**config.mk**
```make
export PLATFORM = sky130hd
export DESIGN_NAME = mr_access_seq
export DESIGN_NICKNAME = d
export VERILOG_FILES = /design/src/rtl/mr_access_seq.sv
export SDC_FILE = /design/constraint.sdc
export NUM_CORES = 1
export LEC_CHECK = 0
export ABC_CLOCK_PERIOD_IN_PS = 1900
export BUFFER_PORTS_ARGS = -buffer_cell sky130_fd_sc_hd__buf_2
export CAP_MARGIN = 30
export CORE_MARGIN = 2
export CORE_UTILIZATION = 49
export DETAILED_ROUTE_END_ITERATION = 16
export PLACE_DENSITY = 0.88
export SYNTH_ARGS = -nofsm -noshare
export SYNTH_HDL_FRONTEND = slang
export SYNTH_SLANG_ARGS = --single-unit
```
**constraint.sdc**
```tcl
create_clock -name clk -period 1.9 [get_ports clk]
set_clock_uncertainty 0.15 [all_clocks]
set_input_delay 0.095 -clock clk [delete_from_list [all_inputs] [get_ports clk]]
set_output_delay 0.095 -clock clk [all_outputs]
set_load 0.1 [all_outputs]
```
**src/rtl/mr_access_seq.sv**
```systemverilog
module mr_access_seq #(
  parameter int RANK_W    = 2,
  parameter int AW        = 16,
  parameter int DW        = 32,
  parameter logic [AW-1:0] STAT_A  = 16'h0004,
  parameter logic [AW-1:0] CTRL0_A = 16'h0010,
  parameter logic [AW-1:0] CTRL1_A = 16'h0014,
  parameter logic [AW-1:0] MON0_A  = 16'h0020,
  parameter logic [AW-1:0] MON1_A  = 16'h0024,
  parameter int RANK_LSB  = 4,
  parameter int BUSY_BIT  = 0,
  parameter int VALID_BIT = 3,
  parameter int ISSUE_BIT = 31,
  parameter int ARM_VAL   = 1,
  parameter int CLR_VAL   = 4
) (
  input  logic              clk,
  input  logic              rst_n,
  input  logic              cmd_valid,
  output logic              cmd_ready,
  input  logic              cmd_read,
  input  logic [RANK_W-1:0] cmd_rank,
  input  logic [7:0]        cmd_addr,
  input  logic [7:0]        cmd_wdata,
  output logic              done,
  output logic              rd_valid,
  output logic [7:0]        rd_data,
  output logic              reg_req,
  output logic              reg_we,
  output logic [AW-1:0]     reg_addr,
  output logic [DW-1:0]     reg_wdata,
  input  logic              reg_ack,
  input  logic [DW-1:0]     reg_rdata
);
  typedef enum logic [3:0] {
    S_IDLE, S_ARM, S_BUSY, S_C0, S_C1, S_RB, S_ISSUE, S_VPOLL, S_DATA, S_CLR
  } st_t;

  st_t st;
  logic              rd_q;
  logic [RANK_W-1:0] rank_q;
  logic [7:0]        addr_q, wd_q;
  logic [DW-1:0]     c0_rb;

  logic [DW-1:0] c0_word;
  assign c0_word = (DW'(rank_q) << RANK_LSB) | DW'(rd_q);

  assign cmd_ready = (st == S_IDLE);
  assign reg_req   = (st != S_IDLE);
  assign reg_we    = (st == S_ARM) || (st == S_C0) || (st == S_C1) ||
                     (st == S_ISSUE) || (st == S_CLR);

  always_comb begin
    reg_addr  = STAT_A;
    reg_wdata = '0;
    case (st)
      S_ARM:   begin reg_addr = MON0_A;  reg_wdata = DW'(ARM_VAL); end
      S_C0:    begin reg_addr = CTRL0_A; reg_wdata = c0_word; end
      S_C1:    begin reg_addr = CTRL1_A; reg_wdata = DW'({addr_q, rd_q ? 8'h00 : wd_q}); end
      S_RB:    reg_addr = CTRL0_A;
      S_ISSUE: begin reg_addr = CTRL0_A; reg_wdata = c0_rb | (DW'(1) << ISSUE_BIT); end
      S_VPOLL: reg_addr = MON0_A;
      S_DATA:  reg_addr = MON1_A;
      S_CLR:   begin reg_addr = MON0_A;  reg_wdata = DW'(CLR_VAL); end
      default: reg_addr = STAT_A;
    endcase
  end

  always_ff @(posedge clk or negedge rst_n) begin
    if (!rst_n) begin
      st <= S_IDLE;
      rd_q <= 1'b0; rank_q <= '0; addr_q <= '0; wd_q <= '0;
      c0_rb <= '0; rd_data <= '0; done <= 1'b0; rd_valid <= 1'b0;
    end else begin
      done     <= 1'b0;
      rd_valid <= 1'b0;
      if (st == S_IDLE) begin
        if (cmd_valid) begin
          rd_q <= cmd_read; rank_q <= cmd_rank;
          addr_q <= cmd_addr; wd_q <= cmd_wdata;
          st <= cmd_read ? S_ARM : S_BUSY;
        end
      end else if (reg_ack) begin
        case (st)
          S_ARM:   st <= S_BUSY;
          S_BUSY:  if (!reg_rdata[BUSY_BIT]) st <= S_C0;
          S_C0:    st <= S_C1;
          S_C1:    st <= S_RB;
          S_RB:    begin c0_rb <= reg_rdata; st <= S_ISSUE; end
          S_ISSUE: if (rd_q) st <= S_VPOLL;
                   else begin st <= S_IDLE; done <= 1'b1; end
          S_VPOLL: if (reg_rdata[VALID_BIT]) st <= S_DATA;
          S_DATA:  begin rd_data <= reg_rdata[7:0]; st <= S_CLR; end
          S_CLR:   begin st <= S_IDLE; done <= 1'b1; rd_valid <= 1'b1; end
          default: st <= S_IDLE;
        endcase
      end
    end
  end


  accept_starts_chk: assert property (@(posedge clk) disable iff (!rst_n)
    (cmd_valid && cmd_ready) |=> reg_req);


  req_hold_chk: assert property (@(posedge clk) disable iff (!rst_n)
    (reg_req && !reg_ack) |=> (reg_req && $stable(reg_addr) && $stable(reg_we) && $stable(reg_wdata)));


  done_after_ack_chk: assert property (@(posedge clk) disable iff (!rst_n)
    done |-> $past(reg_ack));


  rdv_with_done_chk: assert property (@(posedge clk) disable iff (!rst_n)
    rd_valid |-> done);


  done_single_chk: assert property (@(posedge clk) disable iff (!rst_n)
    done |=> !done);


  clear_then_valid_chk: assert property (@(posedge clk) disable iff (!rst_n)
    (reg_req && reg_we && reg_ack && reg_addr == MON0_A && reg_wdata == DW'(CLR_VAL)) |=> rd_valid);
endmodule

```
==> flow_metrics.py <==
metrics = {
    "clock_tree": {
        "root_buffer": "clkbuf_8",
        "clkLatencyLatePin_ps": 340,
        "clk_pin_slew_ps": 70,
        "cts_tree": "built",
        "cts_sinks": 64,
        "cts_buffers": 9,
        "cts_buffer_depth": 2,
        "h-tree-depth": 3,
    },
    "sta": {
        "finalMaxSlewViolations": 0,
        "fin_crit_sh_pct": 109.9,
        "fmax_mhz": 478.8,
        "post-route-min-period_ps": 2089,
        "rsz0062_at_grt": "yes",
        "hold-worst-slack_ps": 144.7,
        "setup_viol": 87,
        "hold_violations": 0,
        "setup-tns-final_ps": -7895,
        "setup_ws_ps": -188.7,
    },
    "worst_setup_path": {
        "rrSetupSlack_ps": -180,
        "rr_endpoint": "st[0]$_DFFE_PN0P_",
        "critPathLaunch": "st[3]$_DFFE_PN0P_",
        "slowest_stage": "dfrtp_1",
        "crit_path_end": "reg_wdata[9]",
        "critical_path_arrival_ps": 1840,
        "crit_path_start_kind": "flip-flop",
        "critPathMaxStageDelay_ps": 440,
        "crit_path_end_kind": "output port",
        "cp_cell_sequence": "nand2b_4 -> buf_4 -> nor3_2 -> buf_6 -> a22o_4 -> buf_12",
        "ff2ff_path_depth": 5,
        "path_class": "reg -> out",
        "required_ps": 1650,
        "regToRegStartpoint": "st[3]$_DFFE_PN0P_",
        "crit_fanout": 8,
    },
    "synthesis": {
        "netlist_area_mm2": 0.003128,
        "synth-seq-cells": 64,
        "synthArstFlopShare_pct": 100.0,
        "synthAdderAreaFrac_pct": 0,
        "yosysWarnings": 0,
        "syn_area_per_cell_um2": 12.87,
        "synth_ff_type": "dfrtp_1",
        "synth_compound_area_share_pct": 8.960,
        "synth.most_common_cell": "dfrtp_1",
        "synth_top_area_share_pct": 51.20,
        "synthMuxAreaShare_pct": 23.12,
        "synth-xor-area-share_pct": 0.2800,
        "synthTopCellsByCount": "dfrtp_1 (64), mux2_1 (30), mux2_2 (20)",
        "synth.area.top_cells": "dfrtp_1 (51%), mux2_1 (11%), mux2_2 (7.2%)",
        "synth_top_family_by_area": "multiplexers",
        "ys_types": 41,
        "yosysTopAreaCell": "dfrtp_1",
        "yosys.area_share.simple_pct": 9.280,
        "synth-edff-count": 0,
        "yosysSeqAreaShare_pct": 51.20,
        "postSynthCellCount": 243,
    },
    "power_and_ir_drop": {
        "irDropWorstVdd_mv": 1.598,
        "cellLeakagePower_nw": 2.671,
        "p_per_area_mw_per_mm2": 1882,
    },
    "global_route": {
        "grt-ovfl-total": 0,
        "track_usage_pct": 27.42,
        "antenna_found_initial": 2,
        "grt_pass1_wl_mm": 15.13,
        "grt_start_max_net_pins": 65,
        "grt_pass1_vias": 3051,
    },
    "placement": {
        "dpl.hpwl_mm": 5.939,
        "pre_cts_ws_ps": -46.34,
        "gp_congestion": 0.8724,
        "port_buffers": 101,
        "placedCellCount": 432,
    },
    "die": {
        "start_util_pct": 49.83,
        "die_h_um": 83.90,
        "die_w_um": 83.90,
        "rows": 29,
        "dieArea_mm2": 0.007038,
        "io_pins": 116,
        "fp.coreArea_mm2": 0.006277,
    },
    "detailed_routing": {
        "routed_wl_mm": 11.52,
        "post_drt_wl_per_cell_um": 22.37,
        "drc": 0,
        "vias": 2809,
        "drtAntennaViolNets": 0,
        "drt_iter0_markers": 157,
        "via_per_inst": 5.454,
        "firstDrtPassIters": 4,
    },
    "min_path": {
        "min_path_type": "in -> async",
    },
    "run_status": {
        "violations": "negative setup slack",
        "status": "complete, but fails checks",
    },
    "layout": {
        "n_fill_cell": 237,
        "drive_gt1_share_pct": 54.69,
        "area_growth_pct": 79.08,
        "fin_nets": 488,
        "stdcell_count": 515,
    },
    "flow_run": {
        "cap_violations": 0,
    },
}
sequential cells by signal (all words and copies together), names as in the netlist:
| register | count |
|---|---|
| addr_q | 8 |
| c0_rb | 31 |
| done | 1 |
| rank_q | 2 |
| rd_data | 8 |
| rd_q | 1 |
| rd_valid | 1 |
| st | 4 |
| wd_q | 8 |
layout by cell type (no fill, tap or decap), types with 3 or more instances in the layout:
| cell type | netlist | layout |
|---|---|---|
| a21oi_1 | 5 | 4 |
| a22o_4 | 0 | 12 |
| and2_4 | 0 | 15 |
| buf_12 | 0 | 46 |
| buf_2 | 5 | 63 |
| buf_4 | 14 | 19 |
| buf_6 | 5 | 13 |
| clkbuf_8 | 0 | 10 |
| conb_1 | 1 | 13 |
| dfrtp_1 | 64 | 61 |
| dfrtp_2 | 0 | 3 |
| dlygate4sd3_1 | 0 | 52 |
| inv_2 | 0 | 3 |
| mux2_1 | 30 | 30 |
| mux2_2 | 20 | 19 |
| mux2_4 | 10 | 11 |
| nand2_1 | 9 | 5 |
| nand2_2 | 1 | 5 |
| nor2_1 | 6 | 6 |
| o21ai_0 | 3 | 3 |
logic make-up after synthesis:
kind of cell / Yosys count
flip-flops: 64
buffers and inverters: 33
XOR/XNOR: 1
AND/OR/NAND/NOR: 47
AO/OA/AOI/OAI: 36
other: 1
multiplexers: 61
critical path: cells and delay by family, from the launching register on:
kind | cells | cell delay [ps]
buffers and inverters | 3 | 530
and+or+nand+nor | 2 | 370
AOI/OAI and AO/OA | 1 | 150
DFF | 1 | 440
repair_timing:
action / 4_1_cts / 5_1_grt
setup buffers: 6 / 7
endpoints found under the setup margin: 71 / 86
gates resized for setup: 22 / 15
hold endpoints to repair: 125 / 0
cloned: 0 / 3
hold buffers: 52 / 0
pin swaps: 2 / 10
stage by stage:
step / instance area (um2) / power (W) / utilization, %
finish: 5602 / 0.01054 / 89.24
global placement: 4588 / 0.008430 / 73.09
floorplan: 3376 / 0.006721 / -
detailed placement: 4588 / 0.008654 / 73.09
CTS: 5419 / 0.01007 / 86.33
global route: 5602 / 0.01086 / 89.24
per-layer routing:
| layer | wire length [um] | part of all wire (%) | global-route usage (%) | up-vias |
|---|---|---|---|---|
| met5 | 13 | 0.11 | 0 | - |
| met4 | 363 | 3.2 | 10.12 | 2 |
| met3 | 650 | 5.6 | 5.341 | 40 |
| met2 | 6540 | 57 | 50.47 | 141 |
| met1 | 3951 | 34 | 31.34 | 1408 |
| li1 | - | - | - | 1218 |
power breakdown:
part / internal, W / leakage [nW] / switching [W]
logic: 0.00271 / 1.79 / 0.00424
registers: 0.00202 / 0.799 / 0.000537
clock network: 0.000501 / 0.0862 / 0.000531
how the worst min path moves through the flow:
| stage | endpoint | slack, ps | cells after the start |
|---|---|---|---|
| finish | c0_rb[30]$_DFFE_PN0P_ | 140 | 3 |
| floorplan | addr_q[0]$_DFFE_PN0P_ | -350 | 0 |
| detailed placement | c0_rb[7]$_DFFE_PN0P_ | -10 | 2 |
| CTS | st[2]$_DFFE_PN0P_ | 110 | 4 |
| global route | wd_q[1]$_DFFE_PN0P_ | 190 | 3 |
| global placement | c0_rb[16]$_DFFE_PN0P_ | -20 | 2 |
layout make-up:
class                   instances  area (um2)  share of cell area (%)
inverters                       5       18.77                  0.3350
clock buffers                  12       145.1                   2.591
clock inverters                 3       18.77                  0.3350
diodes                          1       2.502                 0.04467
flip-flops and latches         64        1605                   28.66
well taps                      77       96.34                   1.720
repair buffers                195        2096                   37.41
multi-input cells             158        1619                   28.90
No activity file was read; power rests on OpenSTA's default activity.
